**src/rtl/irq_arb_pkg.sv**
```systemverilog
package irq_arb_pkg;

    typedef logic [7:0] prio_t;

    localparam int unsigned ADR_EN_SET   = 0;
    localparam int unsigned ADR_EN_CLR   = 1;
    localparam int unsigned ADR_PND_SET  = 2;
    localparam int unsigned ADR_PND_CLR  = 3;
    localparam int unsigned ADR_ACTIVE   = 4;
    localparam int unsigned ADR_CTRL     = 5;
    localparam int unsigned ADR_SWTRIG   = 6;
    localparam int unsigned ADR_PRIO0    = 8;

    // Bits of a priority byte that form the preemption level for group g.
    function automatic prio_t preempt_mask(input logic [2:0] g);
        prio_t m;
        if (g == 3'd7) m = 8'h00;
        else           m = prio_t'(9'h0FF << (int'(g) + 1));
        return m;
    endfunction

    function automatic prio_t impl_mask(input int unsigned nbits);
        return prio_t'(9'h0FF << (8 - nbits));
    endfunction

endpackage

```
**src/rtl/irq_arb_regs.sv**
```systemverilog
module irq_arb_regs
    import irq_arb_pkg::*;
#(
    parameter int unsigned NUM_LINES = 8,
    parameter int unsigned PRIO_BITS = 3,
    parameter int unsigned ADDR_W    = 5,
    parameter int unsigned ID_W      = $clog2(NUM_LINES)
) (
    input  logic                          clk,
    input  logic                          rst_n,
    input  logic                          bus_we,
    input  logic [ADDR_W-1:0]             bus_addr,
    input  logic [3:0]                    bus_be,
    input  logic [31:0]                   bus_wdata,
    output logic [31:0]                   bus_rdata,
    input  logic                          ack_fire,
    input  logic [ID_W-1:0]               ack_id,
    input  logic                          eoi_valid,
    input  logic [ID_W-1:0]               eoi_id,
    output logic [NUM_LINES-1:0]          en_o,
    output logic [NUM_LINES-1:0]          pend_o,
    output logic [NUM_LINES-1:0]          act_o,
    output logic [NUM_LINES-1:0][7:0]     prio_o,
    output logic [2:0]                    grp_o,
    output logic                          gdis_o,
    output logic [7:0]                    thr_o
);

    localparam prio_t IMPL = impl_mask(PRIO_BITS);

    typedef struct packed {
        logic [NUM_LINES-1:0]      en;
        logic [NUM_LINES-1:0]      pend;
        logic [NUM_LINES-1:0]      act;
        logic [NUM_LINES-1:0][7:0] prio;
        logic [2:0]                grp;
        logic                      gdis;
        logic [7:0]                thr;
    } st_t;

    st_t st_d, st_q;
    int unsigned adr;

    assign adr = int'(bus_addr);

    always_comb begin
        st_d = st_q;
        if (bus_we) begin
            if (adr == ADR_EN_SET)  st_d.en   = st_q.en   |  bus_wdata[NUM_LINES-1:0];
            if (adr == ADR_EN_CLR)  st_d.en   = st_q.en   & ~bus_wdata[NUM_LINES-1:0];
            if (adr == ADR_PND_SET) st_d.pend = st_q.pend |  bus_wdata[NUM_LINES-1:0];
            if (adr == ADR_PND_CLR) st_d.pend = st_q.pend & ~bus_wdata[NUM_LINES-1:0];
            if (adr == ADR_SWTRIG && int'(bus_wdata[7:0]) < NUM_LINES)
                st_d.pend[bus_wdata[ID_W-1:0]] = 1'b1;
            if (adr == ADR_CTRL) begin
                if (bus_be[0]) begin
                    st_d.grp  = bus_wdata[2:0];
                    st_d.gdis = bus_wdata[3];
                end
                if (bus_be[1]) st_d.thr = bus_wdata[15:8] & IMPL;
            end
            for (int i = 0; i < NUM_LINES; i++) begin
                if (adr == ADR_PRIO0 + i / 4 && bus_be[i % 4])
                    st_d.prio[i] = bus_wdata[8*(i%4) +: 8] & IMPL;
            end
        end
        if (ack_fire) begin
            st_d.pend[ack_id] = 1'b0;
            st_d.act[ack_id]  = 1'b1;
        end
        if (eoi_valid) st_d.act[eoi_id] = 1'b0;
    end

    always_ff @(posedge clk or negedge rst_n) begin
        if (!rst_n) st_q <= '0;
        else        st_q <= st_d;
    end

    always_comb begin
        bus_rdata = '0;
        case (adr)
            ADR_EN_SET, ADR_EN_CLR:   bus_rdata[NUM_LINES-1:0] = st_q.en;
            ADR_PND_SET, ADR_PND_CLR: bus_rdata[NUM_LINES-1:0] = st_q.pend;
            ADR_ACTIVE:               bus_rdata[NUM_LINES-1:0] = st_q.act;
            ADR_CTRL:                 bus_rdata[15:0] = {st_q.thr, 4'b0, st_q.gdis, st_q.grp};
            default: begin
                for (int i = 0; i < NUM_LINES; i++) begin
                    if (adr == ADR_PRIO0 + i / 4) bus_rdata[8*(i%4) +: 8] = st_q.prio[i];
                end
            end
        endcase
    end

    assign en_o   = st_q.en;
    assign pend_o = st_q.pend;
    assign act_o  = st_q.act;
    assign prio_o = st_q.prio;
    assign grp_o  = st_q.grp;
    assign gdis_o = st_q.gdis;
    assign thr_o  = st_q.thr;

    // acknowledge moves the line from pending to active
    p_ack_moves_r9: assert property (@(posedge clk) disable iff (!rst_n)
        (ack_fire && !bus_we && !(eoi_valid && eoi_id == ack_id))
        |=> (st_q.act[$past(ack_id)] && !st_q.pend[$past(ack_id)]));

    // end-of-interrupt retires the line
    p_eoi_clears_r9: assert property (@(posedge clk) disable iff (!rst_n)
        eoi_valid |=> !st_q.act[$past(eoi_id)]);

    // software trigger pends an in-range line
    p_trig_pends_r4: assert property (@(posedge clk) disable iff (!rst_n)
        (bus_we && adr == ADR_SWTRIG && int'(bus_wdata[7:0]) < NUM_LINES && !ack_fire)
        |=> st_q.pend[$past(bus_wdata[ID_W-1:0])]);

endmodule

```
**src/rtl/irq_arb_select.sv**
```systemverilog
module irq_arb_select #(
    parameter int unsigned NUM_LINES = 8,
    parameter int unsigned ID_W      = $clog2(NUM_LINES)
) (
    input  logic [NUM_LINES-1:0]      en,
    input  logic [NUM_LINES-1:0]      pend,
    input  logic [NUM_LINES-1:0][7:0] prio,
    input  logic                      gdis,
    input  logic [7:0]                thr,
    output logic                      win_valid,
    output logic [ID_W-1:0]           win_id,
    output logic [7:0]                win_prio
);

    logic [NUM_LINES-1:0] elig;

    always_comb begin
        for (int i = 0; i < NUM_LINES; i++) begin
            elig[i] = en[i] && pend[i] && !gdis && (thr == 8'h00 || prio[i] < thr);
        end
    end

    // Ascending scan with strict compare keeps the lowest index on ties.
    always_comb begin
        win_valid = 1'b0;
        win_id    = '0;
        win_prio  = 8'hFF;
        for (int i = 0; i < NUM_LINES; i++) begin
            if (elig[i] && (!win_valid || prio[i] < win_prio)) begin
                win_valid = 1'b1;
                win_id    = ID_W'(i);
                win_prio  = prio[i];
            end
        end
    end

endmodule

```
**src/rtl/irq_arb_level.sv**
```systemverilog
module irq_arb_level
    import irq_arb_pkg::*;
#(
    parameter int unsigned NUM_LINES = 8
) (
    input  logic [NUM_LINES-1:0]      act,
    input  logic [NUM_LINES-1:0][7:0] prio,
    input  logic [2:0]                grp,
    output logic [8:0]                run_level
);

    prio_t pm;
    assign pm = preempt_mask(grp);

    // 9'h100 stands for "idle": above every real level.
    always_comb begin
        run_level = 9'h100;
        for (int i = 0; i < NUM_LINES; i++) begin
            if (act[i] && {1'b0, prio[i] & pm} < run_level)
                run_level = {1'b0, prio[i] & pm};
        end
    end

endmodule

```
**src/rtl/irq_prio_arbiter.sv**
```systemverilog
module irq_prio_arbiter
    import irq_arb_pkg::*;
#(
    parameter int unsigned NUM_LINES = 8,
    parameter int unsigned PRIO_BITS = 3,
    parameter int unsigned ADDR_W    = 5,
    parameter int unsigned ID_W      = $clog2(NUM_LINES)
) (
    input  logic              clk,
    input  logic              rst_n,
    input  logic              bus_we,
    input  logic [ADDR_W-1:0] bus_addr,
    input  logic [3:0]        bus_be,
    input  logic [31:0]       bus_wdata,
    output logic [31:0]       bus_rdata,
    input  logic              irq_ack,
    input  logic              eoi_valid,
    input  logic [ID_W-1:0]   eoi_id,
    input  logic              nmi_in,
    output logic              irq_req,
    output logic [ID_W-1:0]   irq_id,
    output logic              nmi_req
);

    logic [NUM_LINES-1:0]      en, pend, act;
    logic [NUM_LINES-1:0][7:0] prio;
    logic [2:0]                grp;
    logic                      gdis;
    logic [7:0]                thr;
    logic                      win_valid;
    logic [ID_W-1:0]           win_id;
    logic [7:0]                win_prio;
    logic [8:0]                run_level;
    logic                      ack_fire;

    assign ack_fire = irq_ack && irq_req;

    irq_arb_regs #(
        .NUM_LINES(NUM_LINES), .PRIO_BITS(PRIO_BITS), .ADDR_W(ADDR_W), .ID_W(ID_W)
    ) u_regs (
        .clk(clk), .rst_n(rst_n),
        .bus_we(bus_we), .bus_addr(bus_addr), .bus_be(bus_be),
        .bus_wdata(bus_wdata), .bus_rdata(bus_rdata),
        .ack_fire(ack_fire), .ack_id(win_id),
        .eoi_valid(eoi_valid), .eoi_id(eoi_id),
        .en_o(en), .pend_o(pend), .act_o(act), .prio_o(prio),
        .grp_o(grp), .gdis_o(gdis), .thr_o(thr)
    );

    irq_arb_select #(.NUM_LINES(NUM_LINES), .ID_W(ID_W)) u_sel (
        .en(en), .pend(pend), .prio(prio), .gdis(gdis), .thr(thr),
        .win_valid(win_valid), .win_id(win_id), .win_prio(win_prio)
    );

    irq_arb_level #(.NUM_LINES(NUM_LINES)) u_lvl (
        .act(act), .prio(prio), .grp(grp), .run_level(run_level)
    );

    assign irq_req = win_valid && ({1'b0, win_prio & preempt_mask(grp)} < run_level);
    assign irq_id  = win_id;
    assign nmi_req = nmi_in;

    // global disable silences the maskable request
    p_gdis_blocks_r8: assert property (@(posedge clk) disable iff (!rst_n)
        gdis |-> !irq_req);

    // a presented line always sits below a non-zero threshold
    p_thresh_masks_r7: assert property (@(posedge clk) disable iff (!rst_n)
        (irq_req && thr != 8'h00) |-> (prio[irq_id] < thr));

    // a request must strictly beat the running level
    p_strict_preempt_r10: assert property (@(posedge clk) disable iff (!rst_n)
        irq_req |-> ({1'b0, prio[irq_id] & preempt_mask(grp)} < run_level));

    // the presented line is enabled and pending
    p_winner_live_r5: assert property (@(posedge clk) disable iff (!rst_n)
        irq_req |-> (en[irq_id] && pend[irq_id]));

endmodule

```
**config.mk**
```make
export PLATFORM = sky130hd
export DESIGN_NAME = irq_prio_arbiter
export DESIGN_NICKNAME = d
export VERILOG_FILES = /design/src/rtl/irq_arb_pkg.sv /design/src/rtl/irq_arb_regs.sv /design/src/rtl/irq_arb_select.sv /design/src/rtl/irq_arb_level.sv /design/src/rtl/irq_prio_arbiter.sv
export SDC_FILE = /design/constraint.sdc
export NUM_CORES = 1
export LEC_CHECK = 0
export BUFFER_PORTS_ARGS = -buffer_cell sky130_fd_sc_hd__buf_4
export CAP_MARGIN = 20
export CORE_ASPECT_RATIO = 1.5
export CORE_MARGIN = 1
export CORE_UTILIZATION = 55
export CTS_CLUSTER_DIAMETER = 40
export DETAILED_ROUTE_END_ITERATION = 8
export PLACE_DENSITY = 0.78
export SLEW_MARGIN = 20
export SYNTH_ARGS = -nofsm -noshare
export SYNTH_HDL_FRONTEND = slang
export SYNTH_SLANG_ARGS = --single-unit
```
**constraint.sdc**
```tcl
create_clock -name clk -period 16.9 [get_ports clk]
set_input_delay 2.535 -clock clk [delete_from_list [all_inputs] [get_ports clk]]
set_output_delay 2.535 -clock clk [all_outputs]
set_load 0.01 [all_outputs]
```
=== Yosys cells after proc, flatten, opt, wreduce, memory -nomap -nowiden ===
Index checks and enable logic that the tools add are counted.

* Bits of input ports: 50
* Output and inout port bits: 37
* Logic and storage cells: 226
* Register bits: 55

* $add $sub $neg: 1
* Bitwise logic cells: 20
* $lt $le $gt $ge: 30
* Mux-type cells: 58
* Shift-type cells: 1
* Eq/ne operators: 9
* Reductions and logical operators: 93

{| class="wikitable"
|+ Operator list
! operator !! count
|-
| 8-bit 2-to-1 mux || 25
|-
| 8-bit less-than comparator || 15
|-
| 8-bit AND || 13
|-
| 8-bit by 9-bit less-than comparator with 1-bit output || 8
|-
| 9-bit 2-to-1 mux || 8
|-
| 1-bit logical AND || 52
|-
| 32-bit zero test || 1
|-
| 16-bit 2-to-1 mux || 2
|-
| 8-bit OR || 4
|-
| 8-bit case mux with 4 select lines || 1
|-
| 8-bit by 32-bit << shifter with 8-bit output, first input constant || 1
|-
| 8-bit NOT || 3
|-
| 2-bit AND reduction || 9
|-
| 8-bit case mux with 2 select lines || 1
|-
| 5-bit by 3-bit equality test with 1-bit output, second input constant || 3
|-
| 1-bit logical OR || 15
|-
| 3-bit by 4-bit less-than comparator with 1-bit output, second input constant || 3
|-
| 1-bit 2-to-1 mux || 12
|-
| 3-bit 2-to-1 mux || 4
|-
| 5-bit by 2-bit equality test with 1-bit output, second input constant || 2
|-
| 5-bit by 4-bit equality test with 1-bit output, second input constant || 2
|-
| 1-bit demux with 3-bit select || 3
|-
| 3-bit by 1-bit >= comparator with 1-bit output, second input constant || 3
|-
| 1-bit zero test || 8
|-
| 11 further kinds || 14
|}

=== Longest topological paths before layout ===
Gate-level depths: netlist of the first run.

* Word-level depth: 41
* Mapped depth: 66
* Gate-level depth less buffers: 65

=== Cells and area by module ===
A second synthesis of the first run with hierarchy kept.

* Cell total of the unflattened synthesis: 1,335
* Area, all modules: 10,518.8 um^2

{| class="wikitable"
|+ Modules (own cells, without submodules)
! module !! instances !! cells each !! seq. area each (um^2) !! area an instance (um^2)
|-
| irq_arb_select || 1 || 558 || 0.0 || 4,065.1
|-
| irq_arb_regs || 1 || 339 || 1,376.3 || 3,424.5
|-
| irq_arb_level || 1 || 391 || 0.0 || 2,653.8
|-
| irq_prio_arbiter || 1 || 47 || 0.0 || 375.4
|}

=== Worst setup path before layout of the first run ===
OpenSTA, ideal clock, no wires.

* Path kind: reg2out
* From: register u_regs.st_q, in the netlist u_regs.thr_o[6]
* To: output port irq_req
* Path slack: 3.917 ns
* Arrival: 10.448 ns
* Path buffers: 1
* Required time: 14.365 ns
* Cell stages (with the launch flop): 61
* Cells stage by stage: dfrtp_1 -> inv_1 -> ha_1 -> a211oi_4 -> o21ai_4 -> nor2_1 -> ha_1 -> a21o_1 -> o21ai_0 -> o22ai_1 -> ha_1 -> o21ai_0 -> a211oi_2 -> nor3_2 -> and2_1 -> a21oi_1 -> ha_1 -> a211oi_2 -> [25 not listed] -> nand2_1 -> nor2_1 -> or2_2 -> inv_1 -> ha_1 -> o21a_1 -> o21ai_0 -> nand2b_1 -> a21o_1 -> nand2_1 -> o22ai_1 -> o2bb2ai_1 -> ha_1 -> o211ai_2 -> nor2_1 -> o22ai_1 -> nand3_1 -> a21oi_1

* Longest elaborated chain between the ends: 35
* Elaborated cells between the ends (all ways): 72
* Classes of those cells: 16 x order compare; 16 x mux; 1 x bitwise; 39 x reduce/logical

{| class="wikitable"
|+ Ends and longest elaborated chain
! what !! line !! source
|-
| from (decl) || irq_arb_regs.sv:41 || <nowiki>st_t st_d, st_q;</nowiki>
|-
| from (signal assigned) || irq_arb_regs.sv:76 || <nowiki>else st_q <= st_d;</nowiki>
|-
| 8-bit less-than comparator / 8-bit zero test (equally long branches) || irq_arb_select.sv:19 || <nowiki>elig[i] = en[i] && pend[i] && !gdis && (thr == 8'h00 || prio[i] < thr);</nowiki>
|-
| 1-bit logical OR || irq_arb_select.sv:19 ||
|-
| 1-bit logical AND || irq_arb_select.sv:19 ||
|-
| 8-bit 2-to-1 mux / 1-bit 2-to-1 mux (equally long branches) || irq_arb_select.sv:29 || <nowiki>if (elig[i] && (!win_valid || prio[i] < win_prio)) begin</nowiki>
|-
| 8-bit less-than comparator / 1-bit zero test (equally long branches) || irq_arb_select.sv:29 ||
|-
| 1-bit logical OR || irq_arb_select.sv:29 ||
|-
| 1-bit logical AND || irq_arb_select.sv:29 ||
|-
| 8-bit 2-to-1 mux / 1-bit 2-to-1 mux (equally long branches) || irq_arb_select.sv:29 ||
|-
| [19 not listed] || -- ||
|-
| 8-bit 2-to-1 mux / 1-bit 2-to-1 mux (equally long branches) || irq_arb_select.sv:29 ||
|-
| 8-bit less-than comparator / 1-bit zero test (equally long branches) || irq_arb_select.sv:29 ||
|-
| 1-bit logical OR || irq_arb_select.sv:29 ||
|-
| 1-bit logical AND || irq_arb_select.sv:29 ||
|-
| 8-bit 2-to-1 mux || irq_arb_select.sv:29 ||
|-
| 8-bit AND || irq_prio_arbiter.sv:59 || <nowiki>assign irq_req = win_valid && ({1'b0, win_prio & preempt_mask(grp)} < run_level);</nowiki>
|-
| 8-bit by 9-bit less-than comparator with 1-bit output || irq_prio_arbiter.sv:59 ||
|-
| 1-bit logical AND * || irq_prio_arbiter.sv:59 ||
|-
| to (decl) || irq_prio_arbiter.sv:20 || <nowiki>output logic irq_req,</nowiki>
|}

Every way passes the cells marked *; elsewhere a longest branch is shown, timed or not.

=== Worst setup path after layout of the first run ===
Ends and elaborated chain as after synthesis.

==> results.txt, run 1 <==
- Class of the most critical hold timing path: reg -> reg
- In this run the remaining antenna-violating nets after routing total 0.
- Setup TNS: 0 ns
- Across every metal layer, demand over resource in global routing totals 33.4%.
- After synthesis, the largest family of logic cells by area is compound AO/OA/AOI/OAI gates.
- The count of buffers added on input and output ports is 54.
- Buffers inserted to repair hold after CTS numbered 0.
- Max H-tree Level: 2
- For this run, the share of the core covered by cells in the final layout is between 60% and 70%.
* Number of warnings issued by yosys: 0
- Horiz. Die Dim: 85.2 microns
- In this run the deepest clock path goes through 2 buffers.
- Status: complete, no violations
- Portion of the post-synthesis area used by sequential elements: about a quarter
- Total congestion overflow after global routing: 0
- Once layout is done, the placed cells without fillers occupy 6250 sq um.
- The max-slew violation total from the final report came to 0.
- Setup repair after global routing left no endpoint under its margin.
* Synth top area share: roughly 24%
* CP arrival: between 10 and 15 ns
- The synthesized netlist devotes 26.6% of its cell area to compound gates.
* Detailed-route wire length per cell: slightly above 20 microns
- Post-cts repair resize count: 0
- The pre-antenna-repair detailed-routing pass consisted of 5 iterations.
- The worst setup path is captured at an output pin.
- Clock input transition at the sequential cells of the worst setup and hold paths: about 0.07 ns
- Via count of the first global-routing pass: about 5500
- Synthesis handed over a netlist of between 600 and 700 instances.
- The filler cells instantiated in the layout total ~900.
* Number of sinks on the clock net: 55
* Adder-cell share of the synthesized area: 10.9%
- # rows: 45
- Number of unique standard cell types used by synthesis: 78
* HPWL reported at the end of detailed placement: ~13000 microns
- Net count of the finished layout: just over 800
- The floorplan step defined a die boundary enclosing 10800 sq um.
- Kind of critical path: reg -> out
- Pin count of the biggest net entering global routing: 56
- After detailed routing, the number of vias per cell comes to ~6.6.
- Mux cell area share after synthesis: about an eighth
- Area inside the core boundary: between 10000 and 15000 sq um
- Flip-flop and latch count after synthesis: 55
- Post-synthesis simple-gate area fraction: between 20% and 30%
- Antenna violations before repair: 0
- Sequential cell area: 1380 sq um
- Among the stages of the critical path, the cell type that occurs most often is sky130_fd_sc_hd__ha_1.
* Global-route wire length before repair: between 20000 and 30000 microns
- In the synthesized netlist the dominant register cell turns out to be sky130_fd_sc_hd__dfrtp_1.
* Slowest cell delay on critical path: about 0.44 ns
- Clock tree synthesis inserted a total of 5 buffers.
- Clock root buffer master: sky130_fd_sc_hd__clkbuf_16
* Cell taking the most area after synthesis: sky130_fd_sc_hd__dfrtp_1
- Worst-Skew Late Latency: between 0.3 and 0.4 ns
* Number of endpoints failing setup at the final stage: 0
* Maximum fanout encountered on the critical timing path: 9
* Register-to-Register Path Depth: 62
* Leakage power figure: ~2.9 nW
* Number of antenna cells inserted: 0
- Counting instances, the worst hold path has a depth of 2.
* Initial detailed-routing violation count: approximately 310
- In this run the count of I/O pins placed on the die edge is 87.
* Startpoint type of the worst setup path: register
* DRC viols: 0
- Via count: ~5600
* Rel. slew slack: between 30% and 40%
- The final critical path takes up 89.5% of the cycle.
* Chip height: about 130 microns
* Async S/R FF share, synth: between 90% and 100%
- IR analysis of the VDD net gives a maximum drop of 97.4 uV.
- Among all stages on the critical path, the largest delay is contributed by sky130_fd_sc_hd__a211oi_2.
- Ranked by total cell area, the synthesized netlist is headed by sky130_fd_sc_hd__dfrtp_1 (24%), sky130_fd_sc_hd__ha_1 (11%), sky130_fd_sc_hd__mux2_2 (8.3%), sky130_fd_sc_hd__nand2_1 (6.4%), sky130_fd_sc_hd__o21ai_0 (4.4%).
- Share of final-layout standard cells stronger than drive strength 1: 18.5%
- Relative to the synthesized area, the layout overhead comes to 9.33%.
- Dividing the synthesized area by the synthesized cell count gives about 8.3 sq um.
* Number of synthesized flops with an enable pin: 0
- Placed instance area: about 6100 sq um
- Clock tree from TritonCTS: built
* Total detailed-routing wirelength: between 15000 and 20000 microns
- Worst path required time: ~14 ns
- Routability Congestion: between 0.9 and 1
- Pin slew with the least headroom to its limit: between 1 and 1.5 ns
- MaxCap Viol Count: 0
* Xor and xnor area share after synthesis: 0%
- For this run, the top clock speed supported by timing is between 60 and 70 MHz.
- For this configuration, the core starts out at a cell density of about 56%.
- Clock skew after layout: roughly 0.007 ns
- In this run the power density over the cells is between 100 and 150 nW/um^2.
- Post-CTS setup buffer count: 0
- In the final layout, the multi-input gates occupy 4050 sq um.
* Post-synth design cell area: between 5000 and 6000 sq um
- The count of endpoints failing hold in the final timing report came to 0.
- The routed design could run at a clock period as short as approximately 15 ns.
[cell usage in the layout, fill, tap and decap left out, types with 10 or more instances in the layout]
master / n
sky130_fd_sc_hd__a21oi_1: 30
sky130_fd_sc_hd__nand2_1: 98
sky130_fd_sc_hd__conb_1: 15
sky130_fd_sc_hd__inv_1: 30
sky130_fd_sc_hd__nor2_1: 55
sky130_fd_sc_hd__and2_1: 12
sky130_fd_sc_hd__o22ai_1: 10
sky130_fd_sc_hd__o21a_1: 19
sky130_fd_sc_hd__mux2i_1: 20
sky130_fd_sc_hd__dfrtp_1: 55
sky130_fd_sc_hd__nand3_1: 17
sky130_fd_sc_hd__a211oi_1: 12
sky130_fd_sc_hd__mux2_2: 42
sky130_fd_sc_hd__nand2b_1: 16
sky130_fd_sc_hd__buf_4: 54
sky130_fd_sc_hd__o21ai_0: 50
sky130_fd_sc_hd__ha_1: 48
[metal layers]
layer / track usage (%) / vias up / share of wire, %
met5: 0 / - / 0
met4: 22.0 / 0 / 6.4
met3: 4.68 / 68 / 4.9
met2: 56.2 / 230 / 49
met1: 39.3 / 2673 / 40
li1: - / 2582 / -
[layout make-up]
cell class / instances / area share (%)
clock buffers: 6 / 2.22
flip-flops and latches: 55 / 22.0
inverters: 30 / 1.80
clock inverters: 2 / 0.321
multi-input cells: 581 / 64.8
repair buffers: 54 / 6.49
well taps: 117 / 2.34
[critical path, delay by kind of cell, from the launching register on]
family	cells	cell delay [ns]
fa+ha+maj	9	2.41
mux	1	0.39
buf+inv	5	0.62
compound gates	28	5.59
simple gates	15	2.81
flops	1	0.43
[per-stage QoR]
step	total power [mW]	worst slack (ns)	instances	hold WS, ns
6_report	0.782	1.77	845	0.510
5_1_grt	0.849	0.838	845	0.543
4_1_cts	0.776	1.92	845	0.514
3_5_place_dp	0.663	2.28	837	0.498
3_3_place_gp	0.640	2.59	837	0.485
2_1_floorplan	0.538	3.92	706	0.468
[Yosys cell counts (4+ instances only)]
cell	n
sky130_fd_sc_hd__a21oi_1	30
sky130_fd_sc_hd__nor4_1	8
sky130_fd_sc_hd__clkbuf_1	14
sky130_fd_sc_hd__ha_1	48
sky130_fd_sc_hd__o32a_1	5
sky130_fd_sc_hd__dfrtp_1	55
sky130_fd_sc_hd__o21a_1	19
sky130_fd_sc_hd__buf_2	4
sky130_fd_sc_hd__nand2_1	98
sky130_fd_sc_hd__a21o_1	7
sky130_fd_sc_hd__buf_4	18
sky130_fd_sc_hd__nand2b_1	16
sky130_fd_sc_hd__mux2_2	42
sky130_fd_sc_hd__o21ai_1	4
sky130_fd_sc_hd__nand3_1	17
sky130_fd_sc_hd__a22o_1	4
sky130_fd_sc_hd__o22ai_1	10
sky130_fd_sc_hd__and2_1	12
sky130_fd_sc_hd__and3_1	8
sky130_fd_sc_hd__nor3_1	9
sky130_fd_sc_hd__o21ai_0	50
sky130_fd_sc_hd__inv_1	30
sky130_fd_sc_hd__mux2i_1	20
sky130_fd_sc_hd__a211oi_2	4
sky130_fd_sc_hd__nor2_1	55
sky130_fd_sc_hd__a211oi_1	12
sky130_fd_sc_hd__o211ai_1	6
[cells by family after synthesis]
logic type / count (synthesis)
AOI/OAI and AO/OA: 207
DFF: 55
muxes: 62
adders and majority gates: 50
buffers and inverters: 70
and+or+nand+nor: 247
other: 1
[power by group]
group          internal [mW]  switching [mW]
registers              0.159          0.0570
logic                  0.198           0.256
clock network         0.0604          0.0509
total                  0.418           0.364
[path summary, 6_finish.rpt]
check	startpoint	endpoint	slack [ns]
max	u_regs.thr_o[6]$_DFFE_PN0P_	irq_req	1.77
min	register	register	0.51
max reg2reg	u_regs.thr_o[6]$_DFFE_PN0P_	u_regs.act_o[2]$_DFF_PN0_	3.11
min reg2reg	register	register	0.51
max in group asynchronous	rst_n	async pin	14.17
min in group asynchronous	rst_n	u_regs.prio_o[31]$_DFFE_PN0P_	2.26
Power figures use the tool's default switching activity.
==> inputs of run 2 (changes only) <==
--- a/config.mk
+++ b/config.mk
@@ -10,6 +10,7 @@
 export CORE_ASPECT_RATIO = 1.5
 export CORE_MARGIN = 1
 export CORE_UTILIZATION = 55
+export CTS_BUF_LIST = sky130_fd_sc_hd__clkbuf_8
 export CTS_CLUSTER_DIAMETER = 40
 export DETAILED_ROUTE_END_ITERATION = 8
 export PLACE_DENSITY = 0.78
==> run 2 against run 1 <==
  * Register-to-register slack got worse by 0.03 ns
  * Clock skew is 0.0015 ns higher
  * Wire length shrank 0.79%
  * Global-route usage fell by 0.32 points
  * Clock power shrank 27%
  * Clock-buffer cell count did not move
  * Core utilization is 0.56 points lower
  * Total power decreased by 4.0%
  * Non-clock buffer count is the same
  * Critical path type unchanged
  * Largest power group unchanged
  * Highest routed layer unchanged
==> results.txt, run 2 (synthesis gave the netlist of run 1 again) <==
- Status: complete, no violations
- The setup TNS came to 0 ns (unchanged).
* Clock input transition at the sequential cells of the worst setup and hold paths: 0.10 ns (+0.03 ns)
- Chip height: 127 microns (unchanged)
* DRC viols: 0 (unchanged)
* Initial core utilization: 56.4% (unchanged)
* Top library cells by usage in the layout, fill and taps aside: sky130_fd_sc_hd__nand2_1 (98), sky130_fd_sc_hd__nor2_1 (55), sky130_fd_sc_hd__dfrtp_1 (55)
- The power density over the cells is 121 nW/um^2 (-3.1%).
* Pin count of the biggest net entering global routing: 56 (unchanged)
- The first-pass GRT wire length came to 27800 microns (-0.49%).
* Worst-Skew Late Latency: 0.32 ns (about the same)
* Detailed-route wire length per cell: 20.1 microns (-0.79%)
- The internal power contribution was 0.392 mW (-6.2%).
- Horiz. Die Dim: 85.2 microns (unchanged)
- The clock share of power is 10.8% (-3.4 points).
* Maximum fanout encountered on the critical timing path: 9 (unchanged)
* Pin slew with the least headroom to its limit: 1.02 ns (+0.0155 ns)
* DRT Pass-1 Iters: 4 (-1)
* CP endpoint kind: output pin
- The tree is rooted in a sky130_fd_sc_hd__clkbuf_8.
- The number of gates resized after cts was 0 (unchanged).
* Class of the most critical hold timing path: reg -> reg
- The total setup buffers inserted after CTS is 0 (unchanged).
- # rows: 45 (unchanged)
- The remaining number of nets flagged by the antenna check after routing came to 0 (unchanged).
- Routability Congestion: 0.992 (unchanged)
- The switching share of total power came to 47.8% (+1.2 points).
- IR Drop Worst-Case VDD: 87.7 uV (-9.9%)
* Global router's overall resource usage: 33.1% (-0.32 points)
* Worst setup path start: u_regs.thr_o[6]$_DFFE_PN0P_
- Net count of the finished layout: 825 (unchanged)
- Share of power burned in registers: 28.7% (+1.1 points)
- The largest incremental delay on the critical path came to 0.45 ns (about the same).
- Startpoint type of the worst setup path: register
* Via count of the first global-routing pass: 5449 (-0.53%)
* Worst path required time: 14.37 ns (about the same)
* Max frequency: 66.0 MHz (about the same)
- Cell type with the highest occurrence count on the critical path: sky130_fd_sc_hd__ha_1
* Critical Path Slowest Stage Cell: sky130_fd_sc_hd__dfrtp_1
- Most frequent standard cell in the layout excluding fill and tap cells: sky130_fd_sc_hd__nand2_1
- The period utilization is 89.6% (about the same).
* Antenna violations before repair: 0 (unchanged)
- Initial detailed-routing violation count: 356 (+14%)
* Clock tree from TritonCTS: built
- The final critical path time including I/O delays and setup came to 15.14 ns (+0.00888 ns).
* Count of port buffers added during placement: 54 (unchanged)
- The number of hold-repair buffers added at the cts stage came to 0 (unchanged).
- The die area came to 10800 sq um (unchanged).
- Total detailed-routing wirelength: 17000 microns (-0.79%)
* Leakage power figure: 2.85 nW (-0.89%)
* Total congestion overflow after global routing: 0 (unchanged)
- The number of violations of the max-capacitance limit is 0 (unchanged).
* Setup repair after global routing missed its margin: false
- The CTS sink count came to 55 (unchanged).
* Portion of total power attributed to combinational logic: 60.4% (+2.3 points)
- Number of placed I/O pins: 87 (unchanged)
- Total CTS buffers: 5 (unchanged)
- The arrival time at the worst endpoint was 12.61 ns (about the same).
- The per-cell via count in the routed design was 6.57 (about the same).
- Via count: 5555 (+0.036%)
- The largest clock skew in the final design came to 0.00851 ns (+0.00147 ns).
- Total power of the final layout: 0.751 mW (-4.0%)
* Hold Fails Final Rpt: 0 (unchanged)
* Share of final-layout standard cells stronger than drive strength 1: 18.5% (unchanged)
- Number of endpoints failing setup at the final stage: 0 (unchanged)
- Critical R2R Launch: u_regs.thr_o[6]$_DFFE_PN0P_
- The worst setup path is of the reg -> out kind.
- Power spent charging and discharging nets: 0.359 mW (-1.4%)
* Max H-tree Level: 2 (unchanged)
- The total half-perimeter wirelength after legalization and detailed placement was 13500 microns (unchanged).
* Number of antenna cells inserted: 0 (unchanged)
- Max-slew violation count: 0 (unchanged)
- Number of buffers on the longest clock path: 2 (unchanged)
* Rel. slew slack: 31.1% (-1.0 points)
- Hold slack final: 0.516 ns (+0.00554 ns)
* Area inside the core boundary: 10100 sq um (unchanged)
* Layout overhead on the synthesized area: 8.34%
run 2: path summary, 6_finish.rpt:
kind / slack [ns] / to / cells past startpoint
max in group asynchronous: 14.19 / async pin / 1
worst max-delay path: 1.76 / irq_req / 58
min in group asynchronous: 2.24 / u_regs.prio_o[31]$_DFFE_PN0P_ / 1
worst max register to register: 3.08 / u_regs.act_o[2]$_DFF_PN0_ / 62
worst min-delay path: 0.52 / register / 2
worst min register to register: 0.52 / register / 2
run 2: area by class of cell:
cell class                      count  area [sq um]
Timing Repair Buffer               54           405
Clock inverter                      2          20.0
Sequential cell                    55          1380
Multi-Input combinational cell    581          4050
Clock buffer                        6          82.6
Fill cell                         898          3950
Tap cell                          117           146
Inverter                           30           113
run 2: per-stage QoR:
stage / worst slack (ns) / utilization [%] / area (sq um) / instances
after floorplan: 3.92 / - / 5770 / 706
after global placement: 2.59 / 60.1 / 6090 / 837
after detailed placement: 2.28 / 60.1 / 6090 / 837
after CTS: 1.89 / 61.1 / 6190 / 845
after global routing: 0.796 / 61.1 / 6190 / 845
final: 1.76 / 61.1 / 6190 / 845
run 2: worst max-delay path, delay by kind of cell (launching register included):
family / cells / cell delay [ns]
AOI/OAI and AO/OA: 28 / 5.58
and+or+nand+nor: 15 / 2.83
adders and majority gates: 9 / 2.40
buffers and inverters: 5 / 0.62
DFF: 1 / 0.45
muxes: 1 / 0.39
run 2: routing by layer:
metal  up-vias  global-route usage (%)  wire [microns]
met5         -                       0               0
met4         0                    20.3            1040
met3        67                    3.97             773
met2       201                    56.2            8360
met1      2701                    39.6            6830
li1       2586                       -               -
run 2: power by group through the flow:
| stage | Clock (mW) | Sequential (mW) | Combinational, mW |
|---|---|---|---|
| 2_1_floorplan | 0 | 0.185 | 0.354 |
| 3_3_place_gp | 0 | 0.214 | 0.426 |
| 3_5_place_dp | 0 | 0.215 | 0.447 |
| 4_1_cts | 0.0827 | 0.213 | 0.450 |
| 5_1_grt | 0.0872 | 0.220 | 0.511 |
| 6_report | 0.0812 | 0.216 | 0.454 |
